<file path="src/rtl/lcd_seq_pkg.sv">
package lcd_seq_pkg;

  localparam int LINE_LEN = 16;
  localparam int MSG_STEPS = 2 * LINE_LEN + 2;
  localparam int CFG_STEPS = 3;

  localparam logic [7:0] CMD_FUNC  = 8'h38;
  localparam logic [7:0] CMD_DISP  = 8'h0C;
  localparam logic [7:0] CMD_ENTRY = 8'h06;
  localparam logic [7:0] CMD_LINE2 = 8'hC0;
  localparam logic [7:0] CMD_HOME  = 8'h02;

  typedef enum logic [3:0] {
    ST_PWR, ST_NEXT, ST_SETUP, ST_EHI, ST_ELO, ST_WAIT, ST_HOLD, ST_WINW, ST_DONE
  } seqState_e;

  typedef enum logic [1:0] {
    DLY_EN, DLY_CMD, DLY_LONG, DLY_HOLD
  } dlySel_e;

  typedef struct packed {
    logic    present;
    logic    enSet;
    logic    enClr;
    logic    cntLoad;
    dlySel_e cntSel;
    logic    advance;
    logic    latchWin;
  } seqStrobe_t;

  function automatic logic [7:0] msgChar(input logic [1:0] msg, input logic line,
                                         input logic [3:0] col, input logic player);
    logic [127:0] txt;
    logic [7:0]   c;
    case ({msg, line})
      3'b000:  txt = "Welcome to Pong!";
      3'b001:  txt = "First to 10 wins";
      3'b010:  txt = "Get ready now...";
      3'b011:  txt = "Press serve key ";
      3'b100:  txt = "Player 1 Wins!  ";
      default: txt = "Game over. Reset";
    endcase
    c = txt[8*(15-int'(col)) +: 8];
    if (msg == 2'd2 && !line && col == 4'd7) c = player ? "2" : "1";
    return c;
  endfunction

endpackage

</file>
<file path="src/rtl/lcd_seq_dpath.sv">
module lcd_seq_dpath
  import lcd_seq_pkg::*;
#(
  parameter int PWRUP_CYC = 750000,
  parameter int CMD_CYC   = 2000,
  parameter int LONG_CYC  = 82000,
  parameter int HOLD_CYC  = 100000000,
  parameter int EN_CYC    = 23
) (
  input  logic       clk,
  input  logic       rstN,
  input  seqStrobe_t stb,
  input  logic       winPlayer,
  output logic       cntDone,
  output logic       stepHome,
  output logic [1:0] msgIdx,
  output logic       lcdRs,
  output logic       lcdEn,
  output logic [7:0] lcdData
);

  localparam int MAX_A = (PWRUP_CYC > HOLD_CYC) ? PWRUP_CYC : HOLD_CYC;
  localparam int MAX_B = (LONG_CYC > CMD_CYC) ? LONG_CYC : CMD_CYC;
  localparam int MAX_C = (MAX_B > EN_CYC) ? MAX_B : EN_CYC;
  localparam int MAXC  = (MAX_A > MAX_C) ? MAX_A : MAX_C;
  localparam int CW    = $clog2(MAXC + 1);
  localparam int PW    = $clog2(MSG_STEPS);

  logic [CW-1:0] cnt;
  logic [CW-1:0] loadVal;
  logic          inCfg;
  logic [1:0]    cfgIdx;
  logic [PW-1:0] posIdx;
  logic          winReg;
  logic          enReg;
  logic          rsReg;
  logic [7:0]    dataReg;
  logic          stepRs;
  logic [7:0]    stepData;

  // Delay counter: a load of N-1 gives N cycles in the waiting state
  always_comb begin
    case (stb.cntSel)
      DLY_EN:   loadVal = CW'(EN_CYC - 1);
      DLY_CMD:  loadVal = CW'(CMD_CYC - 1);
      DLY_LONG: loadVal = CW'(LONG_CYC - 1);
      default:  loadVal = CW'(HOLD_CYC - 1);
    endcase
  end

  always_ff @(posedge clk or negedge rstN) begin
    if (!rstN) cnt <= CW'(PWRUP_CYC - 1);
    else if (stb.cntLoad) cnt <= loadVal;
    else if (cnt != '0) cnt <= cnt - 1'b1;
  end

  assign cntDone = (cnt == '0);

  // Step position: configuration commands, then message/position
  always_ff @(posedge clk or negedge rstN) begin
    if (!rstN) begin
      inCfg  <= 1'b1;
      cfgIdx <= '0;
      posIdx <= '0;
      msgIdx <= '0;
    end else if (stb.advance) begin
      if (inCfg) begin
        if (cfgIdx == 2'(CFG_STEPS - 1)) begin
          inCfg  <= 1'b0;
          cfgIdx <= '0;
        end else begin
          cfgIdx <= cfgIdx + 1'b1;
        end
      end else if (posIdx == PW'(MSG_STEPS - 1)) begin
        posIdx <= '0;
        msgIdx <= msgIdx + 1'b1;
      end else begin
        posIdx <= posIdx + 1'b1;
      end
    end
  end

  always_ff @(posedge clk or negedge rstN) begin
    if (!rstN) winReg <= 1'b0;
    else if (stb.latchWin) winReg <= winPlayer;
  end

  assign stepHome = !inCfg && (posIdx == PW'(MSG_STEPS - 1));

  // Byte and register select for the current step
  always_comb begin
    stepRs   = 1'b0;
    stepData = CMD_HOME;
    if (inCfg) begin
      case (cfgIdx)
        2'd0:    stepData = CMD_FUNC;
        2'd1:    stepData = CMD_DISP;
        default: stepData = CMD_ENTRY;
      endcase
    end else if (posIdx < PW'(LINE_LEN)) begin
      stepRs   = 1'b1;
      stepData = msgChar(msgIdx, 1'b0, posIdx[3:0], winReg);
    end else if (posIdx == PW'(LINE_LEN)) begin
      stepData = CMD_LINE2;
    end else if (posIdx < PW'(MSG_STEPS - 1)) begin
      stepRs   = 1'b1;
      stepData = msgChar(msgIdx, 1'b1, 4'(posIdx - PW'(LINE_LEN + 1)), winReg);
    end
  end

  // Registered pin drivers
  always_ff @(posedge clk or negedge rstN) begin
    if (!rstN) begin
      rsReg   <= 1'b0;
      dataReg <= '0;
    end else if (stb.present) begin
      rsReg   <= stepRs;
      dataReg <= stepData;
    end
  end

  always_ff @(posedge clk or negedge rstN) begin
    if (!rstN) enReg <= 1'b0;
    else if (stb.enSet) enReg <= 1'b1;
    else if (stb.enClr) enReg <= 1'b0;
  end

  assign lcdRs   = rsReg;
  assign lcdEn   = enReg;
  assign lcdData = dataReg;

endmodule

</file>
<file path="src/rtl/lcd_seq_ctrl.sv">
module lcd_seq_ctrl
  import lcd_seq_pkg::*;
(
  input  logic       clk,
  input  logic       rstN,
  input  logic       cntDone,
  input  logic       stepHome,
  input  logic [1:0] msgIdx,
  input  logic       winValid,
  output seqStrobe_t stb
);

  seqState_e st;
  seqState_e nxt;

  always_ff @(posedge clk or negedge rstN) begin
    if (!rstN) st <= ST_PWR;
    else st <= nxt;
  end

  always_comb begin
    stb = '0;
    nxt = st;
    case (st)
      ST_PWR: if (cntDone) nxt = ST_NEXT;
      ST_NEXT: begin
        stb.present = 1'b1;
        nxt = ST_SETUP;
      end
      ST_SETUP: begin
        stb.enSet   = 1'b1;
        stb.cntLoad = 1'b1;
        stb.cntSel  = DLY_EN;
        nxt = ST_EHI;
      end
      ST_EHI: if (cntDone) begin
        stb.enClr = 1'b1;
        nxt = ST_ELO;
      end
      ST_ELO: begin
        stb.cntLoad = 1'b1;
        stb.cntSel  = stepHome ? DLY_LONG : DLY_CMD;
        nxt = ST_WAIT;
      end
      ST_WAIT: if (cntDone) begin
        if (!stepHome) begin
          stb.advance = 1'b1;
          nxt = ST_NEXT;
        end else begin
          case (msgIdx)
            2'd0: begin
              stb.advance = 1'b1;
              stb.cntLoad = 1'b1;
              stb.cntSel  = DLY_HOLD;
              nxt = ST_HOLD;
            end
            2'd1: begin
              stb.advance = 1'b1;
              nxt = ST_WINW;
            end
            default: nxt = ST_DONE;
          endcase
        end
      end
      ST_HOLD: if (cntDone) nxt = ST_NEXT;
      ST_WINW: if (winValid) begin
        stb.latchWin = 1'b1;
        nxt = ST_NEXT;
      end
      default: nxt = ST_DONE;
    endcase
  end

endmodule

</file>
<file path="src/rtl/lcd_msg_seq.sv">
module lcd_msg_seq
  import lcd_seq_pkg::*;
#(
  parameter int PWRUP_CYC = 750000,
  parameter int CMD_CYC   = 2000,
  parameter int LONG_CYC  = 82000,
  parameter int HOLD_CYC  = 100000000,
  parameter int EN_CYC    = 23
) (
  input  logic       clk,
  input  logic       rstN,
  input  logic       winValid,
  input  logic       winPlayer,
  output logic       lcdRs,
  output logic       lcdRw,
  output logic       lcdEn,
  output logic [7:0] lcdData
);

  seqStrobe_t stb;
  logic       cntDone;
  logic       stepHome;
  logic [1:0] msgIdx;

  lcd_seq_ctrl ctrl_i (
    .clk      (clk),
    .rstN     (rstN),
    .cntDone  (cntDone),
    .stepHome (stepHome),
    .msgIdx   (msgIdx),
    .winValid (winValid),
    .stb      (stb)
  );

  lcd_seq_dpath #(
    .PWRUP_CYC (PWRUP_CYC),
    .CMD_CYC   (CMD_CYC),
    .LONG_CYC  (LONG_CYC),
    .HOLD_CYC  (HOLD_CYC),
    .EN_CYC    (EN_CYC)
  ) dpath_i (
    .clk       (clk),
    .rstN      (rstN),
    .stb       (stb),
    .winPlayer (winPlayer),
    .cntDone   (cntDone),
    .stepHome  (stepHome),
    .msgIdx    (msgIdx),
    .lcdRs     (lcdRs),
    .lcdEn     (lcdEn),
    .lcdData   (lcdData)
  );

  assign lcdRw = 1'b0;

endmodule

</file>
<file path="config.mk">
export PLATFORM = sky130hd
export DESIGN_NAME = lcd_msg_seq
export DESIGN_NICKNAME = d
export VERILOG_FILES = /design/src/rtl/lcd_seq_pkg.sv /design/src/rtl/lcd_seq_dpath.sv /design/src/rtl/lcd_seq_ctrl.sv /design/src/rtl/lcd_msg_seq.sv
export SDC_FILE = /design/constraint.sdc
export NUM_CORES = 1
export LEC_CHECK = 0
export BUFFER_PORTS_ARGS = -buffer_cell sky130_fd_sc_hd__buf_4
export CAP_MARGIN = 20
export CORE_MARGIN = 3
export CORE_UTILIZATION = 50
export CTS_CLUSTER_SIZE = 40
export DETAILED_ROUTE_END_ITERATION = 8
export PLACE_DENSITY = 0.71
export SLEW_MARGIN = 20
export SYNTH_ARGS = -nofsm -noshare
export SYNTH_HDL_FRONTEND = slang
export SYNTH_SLANG_ARGS = --single-unit
export TNS_END_PERCENT = 100
</file>
<file path="constraint.sdc">
create_clock -name clk -period 3.1 [get_ports clk]
set_input_delay 0.155 -clock clk [delete_from_list [all_inputs] [get_ports clk]]
set_output_delay 0.155 -clock clk [all_outputs]
set_load 0.01 [all_outputs]
</file>
Yosys cells after proc, flatten, opt, wreduce, memory -nomap -nowiden
Index checks and enable logic that the tools add are counted.
- register bits after elaboration: 53
- input port bits: 4
- output and inout port bits: 11
- logic and storage cells: 108
- bitwise gates (word level): 1
- reductions and logical operators: 17
- multiplexer cells: 49
- magnitude comparators: 2
- add/subtract/negate cells: 7
- equal/unequal tests: 20
- shifts and indexed selects: 2
- operator list (kind ; count):
    2-to-1 mux 128 bit ; 6
    one-hot mux 125 bit (3 select lines) ; 1
    indexed part select 128 x 32 -> 8 bit ; 2
    one-hot mux 125 bit (2 select lines) ; 1
    one-hot mux 27 bit (3 select lines) ; 1
    2-to-1 mux 27 bit ; 2
    2-to-1 mux 8 bit ; 5
    one-hot mux 4 bit (7 select lines) ; 1
    logical NOT 27 bit ; 1
    nonzero test 27 bit ; 1
    subtractor 27 x 1 -> 27 bit, second input constant ; 1
    2-to-1 mux 4 bit ; 6
    equality test 4 x 3 -> 1 bit, second input constant ; 5
    2-to-1 mux 1 bit ; 17
    one-hot mux 6 bit (2 select lines) ; 1
    subtractor 4 x 4 -> 5 bit, first input constant ; 2
    one-hot mux 3 bit (3 select lines) ; 1
    equality test 4 x 2 -> 1 bit, second input constant ; 2
    one-hot mux 4 bit (2 select lines) ; 1
    adder 6 x 1 -> 6 bit, second input constant ; 1
    equality test 2 x 1 -> 1 bit, second input constant ; 3
    equality test 2 bit, second input constant ; 3
    equality test 6 x 5 -> 1 bit, second input constant ; 1
    equality test 6 bit, second input constant ; 1
    20 further kinds ; 32

Logic depth before layout (Yosys ltp)
Gate-level depths: netlist (run 1).
- word-level depth: 11
- depth in mapped cells: 13
- mapped depth without buffers: 11

Cells and area by module
From an unflattened synthesis (run 1), not the netlist that was laid out.
- cell total of the unflattened synthesis: 577
- area, all modules: 4704.5 um2
- modules (own cells, without submodules) (module ; cells an instance ; instances ; area each (um2)):
    lcd_seq_dpath ; 523 ; 1 ; 4289.1
    lcd_seq_ctrl ; 52 ; 1 ; 404.1
    lcd_msg_seq ; 2 ; 1 ; 11.3

Worst setup path before layout (run 1)
No wires, ideal clock.
- kind: register to register
- start point: register dpath_i.posIdx[0]
- end point: register dpath_i.dataReg[3], in the netlist dpath_i.lcdData[3]
- cell stages (with the launch flop): 12
- slack: 0.134 ns
- arrival time: 2.845 ns
- setup time: 0.121 ns
- cell sequence: dfrtp_1 buf_2 clkinv_1 ha_1 ha_1 clkbuf_1 clkbuf_1 o211ai_1 a211oi_1 a211oi_1 a311o_1 a22o_1
- longest elaborated chain between the ends: 7
- elaborated cells on any way between the ends: 15
- classes of those cells: add/sub (3); order compare (2); eq/ne (2); shift (2); mux (5); reduce/logical (1)
- RTL lines (what ; line ; RTL):
    from (decl) ; lcd_seq_dpath.sv:33 ; logic [PW-1:0] posIdx;
    from (signal assigned) ; lcd_seq_dpath.sv:78 ; posIdx <= posIdx + 1'b1;
    subtractor 4 x 1 -> 4 bit ; lcd_seq_dpath.sv:107 ; stepData = msgChar(msgIdx, 1'b1, 4'(posIdx - PW'(LINE_LEN + 1)), winReg);
    subtractor 4 x 4 -> 5 bit ; lcd_seq_pkg.sv:43 ; c = txt[8*(15-int'(col)) +: 8];
    indexed part select 128 x 32 -> 8 bit ; lcd_seq_pkg.sv:43 ;
    2-to-1 mux 8 bit ; lcd_seq_dpath.sv:105 ; end else if (posIdx < PW'(MSG_STEPS - 1)) begin
    2-to-1 mux 8 bit ; lcd_seq_dpath.sv:103 ; end else if (posIdx == PW'(LINE_LEN)) begin
    2-to-1 mux 8 bit (*) ; lcd_seq_dpath.sv:100 ; end else if (posIdx < PW'(LINE_LEN)) begin
    2-to-1 mux 8 bit (*) ; lcd_seq_dpath.sv:94 ; if (inCfg) begin
    to (signal assigned) ; lcd_seq_dpath.sv:118 ; dataReg <= stepData;
    to (decl) ; lcd_seq_dpath.sv:37 ; logic [7:0] dataReg;
Every way passes the cells marked *; elsewhere a longest branch is shown, timed or not.
A chain may end at the register's enable or synchronous reset.

Final worst setup path (run 1)
- start point: register dpath_i.msgIdx[1]
- end point: register dpath_i.dataReg[6], in the netlist dpath_i.lcdData[6]
- longest elaborated chain between the ends: 11
- elaborated cells on any way between the ends: 19
- classes of those cells: eq/ne (2); shift (2); mux (13); reduce/logical (2)
- RTL lines (what ; line ; RTL):
    from (decl) ; lcd_seq_dpath.sv:16 ; output logic [1:0] msgIdx,
    from (signal assigned) ; lcd_seq_dpath.sv:76 ; msgIdx <= msgIdx + 1'b1;
    equality test 2 x 1 -> 1 bit / logical NOT 2 bit (equally long branches) ; lcd_seq_pkg.sv:35 ; case ({msg, line})
    one-hot mux 125 bit (2 select lines) ; lcd_seq_pkg.sv:35 ;
    2-to-1 mux 128 bit ; lcd_seq_dpath.sv:105 ;
    2-to-1 mux 128 bit ; lcd_seq_dpath.sv:103 ;
    2-to-1 mux 128 bit ; lcd_seq_dpath.sv:100 ;
    2-to-1 mux 128 bit ; lcd_seq_dpath.sv:94 ;
    indexed part select 128 x 32 -> 8 bit ; lcd_seq_pkg.sv:43 ;
    2-to-1 mux 8 bit ; lcd_seq_dpath.sv:105 ;
    2-to-1 mux 8 bit ; lcd_seq_dpath.sv:103 ;
    2-to-1 mux 8 bit (*) ; lcd_seq_dpath.sv:100 ;
    2-to-1 mux 8 bit (*) ; lcd_seq_dpath.sv:94 ;
Every way passes the cells marked *; elsewhere a longest branch is shown, timed or not. The select of a mux whose other input is x is not followed.

==> impl_metrics.yaml, run 1 <==
global_routing:
  track_usage: 0.249
  grt_pass1_vias: 3978
  grt_pass1_wl_um: 20700
  gr-total-overflow: 0
  antenna_found_initial: 0
  grt_max_degree: 54
yosys:
  async_flop_share: 1.00
  yosysSeqAreaShare: 0.293
  synth-edff-count: 0
  synth_fp_nets: 603
  synth.area.top_cells: "dfrtp_1 (21%), dfstp_2 (8.0%), nand2_1 (5.4%)"
  synth_common_cells: "nand2_1 (66), nor2_1 (48), o21ai_0 (47)"
  synth_ff_type: "dfrtp_1"
  syn_area_um2: 4590
  synth_area_leader_cell: "dfrtp_1"
  synth_top_cell_area_share: 0.213
  ys_ff_latch: 53
  yosysWarnings: 0
  avgSynthCellArea_um2: 7.91
  netlist_instances: 580
  yosys.cell_count.top_type: "nand2_1"
  ys_types: 83
worst_setup_path:
  required_ns: 3.32
  r2r_end: "dpath_i.lcdData[6]"
  cp.arrival_ns: 3.21
  ff2ff_path_depth: 9
  r2r_slack_ns: 0.10
  crit_type: "flop to flop"
  start_kind: "flop"
  crit_path_max_fanout: 12
  cp-end-kind: "flop"
  rr_startpoint: "dpath_i.msgIdx[1]"
detailed_routing:
  met3_length_um: 941
  vias_per_cell: 6.48
  top_layer_used: "met4"
  drt_iter0_markers: 411
  wl_met1_um: 5860
  drtAntennaViolNets: 0
  drt_pass1_iterations: 5
  wl_per_cell_um: 18.8
  vias: 4411
  remaining_drc_errors: 0
  wl_met2_um: 5840
  drt-total-wl_um: 12800
floorplanning:
  die-area_um2: 10400
  ioPinCount: 15
  die-height_um: 102
  fp.coreArea_um2: 8810
  start_util: 0.521
  rows: 34
  die_width_um: 102
cells_and_area:
  final_nets: 595
  syn_to_final_growth_pct: 6.08
  diodes: 0
  final_area_um2: 4870
  layout.cells.non_filler: 681
  drive_above_1_share: 0.140
sta:
  tns_ns: 0
  skew_ns: 0.0135
  maxClockFrequency_mhz: 333
  timing.final.crit_share: 0.967
  worst_pin_slew_ns: 1.05
  finalHoldWorstSlack_ns: 0.0724
  drv_slew: 0
  rsz0062_at_grt: "no"
  finalSetupViolations: 0
  post-route-min-period_ns: 3.00
  finalHoldViolCount: 0
  relSlewSlack: 0.296
pwr:
  p_leak_uw: 0.00190
  ir_worst_vdd_mv: 0.151
  power_density_nw_per_um2: 239
min_path:
  hold_path_class: "input pin to flop"
  whs_path_depth: 2
  holdCritStartpoint: "winPlayer"
  min_to: "dpath_i.winReg"
cts:
  worst_skew_pair.late_latency_ns: 0.32
  cts_tree: "done"
  root_buffer: "clkbuf_8"
  cts.sinks: 53
  htreeDepth: 2
  path_clk_slew_ns: 0.11
  postCtsSetupBuffers: 0
  clk_path_buf_depth: 2
  cts_buffers: 5
placed_design:
  dp.cells: 672
  place_area_um2: 4740
  port-buffer-count: 13
  hpwl_um: 9090
  gp_congestion: 0.991
run_status:
  outcome: "completed"
flow_run:
  cap_violations: 0
per-layer routing:
layer,up-vias,global-route usage
met1,2111,0.375
met4,0,0.0481
li1,2104,-
met2,183,0.386
met5,-,0
met3,13,0.0269
where the power goes:
group	switching, uW	internal, uW	leakage, uW	total, uW
clock	267	185	0.0000478	452
combinational	14.6	3.41	0.00122	18.0
sequential	0	692	0.000633	692
total	281	881	0.00190	1160
layout by cell type (no fill, tap or decap), types with 4 or more instances in the layout:
| cell | count |
|---|---|
| nor4_1 | 11 |
| clkbuf_8 | 6 |
| nor2_1 | 48 |
| xnor2_1 | 18 |
| a211oi_1 | 9 |
| a21oi_1 | 34 |
| dfrtp_1 | 39 |
| nand3_1 | 19 |
| o21a_1 | 4 |
| mux2_2 | 4 |
| ha_1 | 18 |
| inv_1 | 13 |
| nor3_1 | 19 |
| xor2_1 | 8 |
| o31ai_1 | 9 |
| nand2_1 | 66 |
| nor2b_1 | 7 |
| o211ai_1 | 7 |
| o311ai_0 | 5 |
| a2111oi_0 | 4 |
| nand2b_1 | 12 |
| dfstp_2 | 14 |
| a31oi_1 | 7 |
| or3_1 | 10 |
| mux2i_1 | 5 |
| o22ai_1 | 5 |
| o41ai_1 | 4 |
| o21ai_0 | 47 |
| and3_1 | 6 |
| buf_4 | 31 |
worst max-delay path by stage:
stage / startpoint / slack [ns] / to
floorplan: dpath_i.posIdx[0] / 0.13 / dpath_i.lcdData[3]
global placement: dpath_i.msgIdx[1] / 0.23 / dpath_i.lcdData[6]
detailed placement: dpath_i.msgIdx[0] / 0.17 / dpath_i.lcdData[1]
CTS: dpath_i.msgIdx[0] / 0.11 / dpath_i.lcdData[1]
global route: dpath_i.msgIdx[1] / 0.01 / dpath_i.lcdData[1]
finish: dpath_i.msgIdx[1] / 0.10 / dpath_i.lcdData[6]
area by class of cell:
type	instances	area (um^2)
tap	108	135
sequential	53	1340
inverter	17	63.8
fill	816	3940
timing repair buffer	32	243
multi-input combinational	463	2980
clock inverter	2	16.3
clock buffer	6	82.6
flip-flops by register name, indices dropped and copies added (netlist names):
name and cells:
ctrl_i.st 4, dpath_i.cfgIdx 2, dpath_i.cnt 27, dpath_i.inCfg 1, dpath_i.lcdData 8, dpath_i.lcdEn 1
dpath_i.lcdRs 1, dpath_i.msgIdx 2, dpath_i.posIdx 6, dpath_i.winReg 1
metrics by stage:
| stage | util | worst slack, ns | power [uW] |
|---|---|---|---|
| 6_report | 0.553 | 0.101 | 1160 |
| 5_1_grt | 0.553 | 0.0117 | 1190 |
| 4_1_cts | 0.550 | 0.113 | 1170 |
| 3_5_place_dp | 0.538 | 0.167 | 723 |
| 3_3_place_gp | 0.538 | 0.229 | 722 |
| 2_1_floorplan | - | 0.134 | 707 |
kinds of logic after synthesis:
logic type | Yosys count | share of synthesized area
buffers and inverters | 64 | 0.0614
other | 1 | 0.000817
DFF | 53 | 0.293
adders and majority gates | 19 | 0.0518
and+or+nand+nor | 234 | 0.269
muxes | 9 | 0.0207
xor gates and xnor gates | 27 | 0.0532
AOI/OAI and AO/OA | 173 | 0.250
critical path, stage by stage, from the launching register on:
cell	delay (ns)
dfrtp_1	0.55
inv_1	0.16
ha_1	0.42
buf_4	0.26
or2_2	0.37
nand2_1	0.09
mux2i_1	0.08
a2111oi_0	0.63
nor2_1	0.13
o41ai_2	0.20
repair_timing:
item / CTS / global route
hold buffers: 1 / 0
gates resized for setup: 0 / 4
endpoints found under the hold margin: 39 / 0
setup endpoints to repair: 0 / 14
(Power assumes the default switching activity.)
==> run 2: changes to the inputs <==
HOLD_SLACK_MARGIN = 0.1   (was unset)
REMOVE_ABC_BUFFERS = 1   (was unset)
==> impl_metrics.yaml, run 2 (synthesis gave the netlist of run 1 again) <==
sta:
  worst_pin_slew_ns: 0.871
  finalSetupViolations: 0
  maxClockFrequency_mhz: 351
  relSlewSlack: 0.419
  finalHoldViolCount: 0
  drv_slew: 0
  rsz0062_at_grt: "no"
  tns_ns: 0
  skew_ns: 0.0154
  post-route-min-period_ns: 2.85
  timing.final.crit_share: 0.919
min_path:
  holdCritStartpoint: "winValid"
  hold_path_class: "input pin to flop"
  min_to: "dpath_i.winReg"
  whs_path_depth: 3
detailed_routing:
  wl_per_cell_um: 19.5
  top_layer_used: "met4"
  met3_length_um: 1170
  vias: 4475
  remaining_drc_errors: 0
  drt-total-wl_um: 13500
  drt_pass1_iterations: 5
  wl_met2_um: 5860
  drt_iter0_markers: 515
  drtAntennaViolNets: 0
  vias_per_cell: 6.49
  wl_met1_um: 6280
cells_and_area:
  layout.cells.non_filler: 690
  final_nets: 604
  syn_to_final_growth_pct: 7.80
  drive_above_1_share: 0.148
  top_register: "dpath_i.cnt"
  diodes: 0
  final_cell_mix: "nand2_1 (66), nor2_1 (48), o21ai_0 (47), dfrtp_1 (39), buf_4 (39)"
  fillCellCount: 812
  layout_commonest_cell: "nand2_1"
  largest_reg_flops: 27
floorplanning:
  fp.coreArea_um2: 8810
  rows: 34
  start_util: 0.521
  die-area_um2: 10400
  die_width_um: 102
  die-height_um: 102
  ioPinCount: 15
cts:
  clk_path_buf_depth: 2
  root_buffer: "clkbuf_8"
  cts_tree: "done"
  htreeDepth: 2
  cts_buffers: 5
  cts.sinks: 53
  postCtsSetupBuffers: 0
  worst_skew_pair.late_latency_ns: 0.33
  path_clk_slew_ns: 0.13
flow_run:
  cap_violations: 0
global_routing:
  antenna_found_initial: 0
  track_usage: 0.266
  grt_max_degree: 54
  grt_pass1_wl_um: 21900
  gr-total-overflow: 0
  grt_pass1_vias: 4131
placed_design:
  hpwl_um: 9660
  dp.cells: 680
  gp_congestion: 1.12
  port-buffer-count: 13
worst_setup_path:
  cp_num_buf_inv: 2
  ff2ff_path_depth: 10
  required_ns: 3.31
  rr_startpoint: "dpath_i.posIdx[0]"
  cp_top_family: "compound AO/OA/AOI/OAI gates"
  cpMaxStageDelayCell: "or4b_1"
  r2r_slack_ns: 0.25
  r2r_end: "dpath_i.lcdData[0]"
  cp.arrival_ns: 3.06
  cp.depth: 10
  cp-end-kind: "flop"
  crit_chain: "clkinv_1 > ha_1 > ha_1 > or4b_1 > a21oi_1 > a2111oi_0 > a211oi_1 > a2111oi_0 > buf_4 > o41ai_1"
  max_stage_delay_ns: 0.46
  start_kind: "flop"
  crit_type: "flop to flop"
  crit_path_max_fanout: 9
pwr:
  power_density_nw_per_um2: 250
  p_total_uw: 1240
  ir_worst_vdd_mv: 0.202
  p_leak_uw: 0.00196
run_status:
  outcome: "completed"
[run 2: cell count changes in the layout (fill, tap and decap cells not counted), sizes merged]
cell / delta
dlygate4sd3: +1
clkinv: +1
bufinv: +1
clkbuf: -1
buf: +8
clkinvlp: -1
[run 2: worst reg2reg max path, stage by stage (launching register included)]
cell and delay, ns:
dfrtp_1 0.39, clkinv_1 0.09, ha_1 0.25, ha_1 0.44, or4b_1 0.46, a21oi_1 0.18, a2111oi_0 0.08, a211oi_1 0.26
a2111oi_0 0.09, buf_4 0.15, o41ai_1 0.34
[run 2: layer usage]
metal,up-vias,track usage
li1,2118,-
met2,223,0.390
met3,25,0.0386
met4,0,0.0573
met1,2109,0.412
met5,-,0
[run 2: worst max path at each step]
stage,from,to,slack (ns)
final,dpath_i.posIdx[0],dpath_i.lcdData[0],0.25
after global placement,dpath_i.msgIdx[0],dpath_i.lcdData[1],0.21
after CTS,dpath_i.msgIdx[0],dpath_i.lcdData[1],0.13
after global routing,dpath_i.cnt[0],dpath_i.cnt[23],0.02
after floorplan,dpath_i.posIdx[0],dpath_i.lcdData[0],-0.91
after detailed placement,dpath_i.msgIdx[0],dpath_i.lcdData[1],0.15
[run 2: timing repair]
item	4_1_cts	5_1_grt
gates resized for setup	0	2
hold endpoints to repair	40	0
setup endpoints to repair	0	11
hold buffers	2	0
[run 2: report_power, final]
part           switching [uW]  internal [uW]
combinational            15.0           4.23
sequential                  0            692
clock                     278            249
total                     293            945
[run 2: layout make-up]
class / count / area, um^2 / area share
clock buffers: 5 / 68.8 / 0.0139
clock inverters: 3 / 50.0 / 0.0101
inverters: 17 / 63.8 / 0.0129
multi-input cells: 463 / 2970 / 0.601
flip-flops and latches: 53 / 1340 / 0.272
well taps: 108 / 135 / 0.0273
repair buffers: 41 / 313 / 0.0632
[run 2: stage by stage]
| step | setup slack (ns) | hold WS (ns) | instance area [um^2] | utilization |
|---|---|---|---|---|
| final | 0.252 | 0.227 | 4950 | 0.562 |
| after global routing | 0.0167 | 0.238 | 4950 | 0.562 |
| after CTS | 0.133 | 0.232 | 4940 | 0.561 |
| after detailed placement | 0.152 | 0.247 | 4800 | 0.545 |
| after global placement | 0.212 | 0.238 | 4800 | 0.545 |
| after floorplan | -0.911 | -0.141 | 4370 | - |
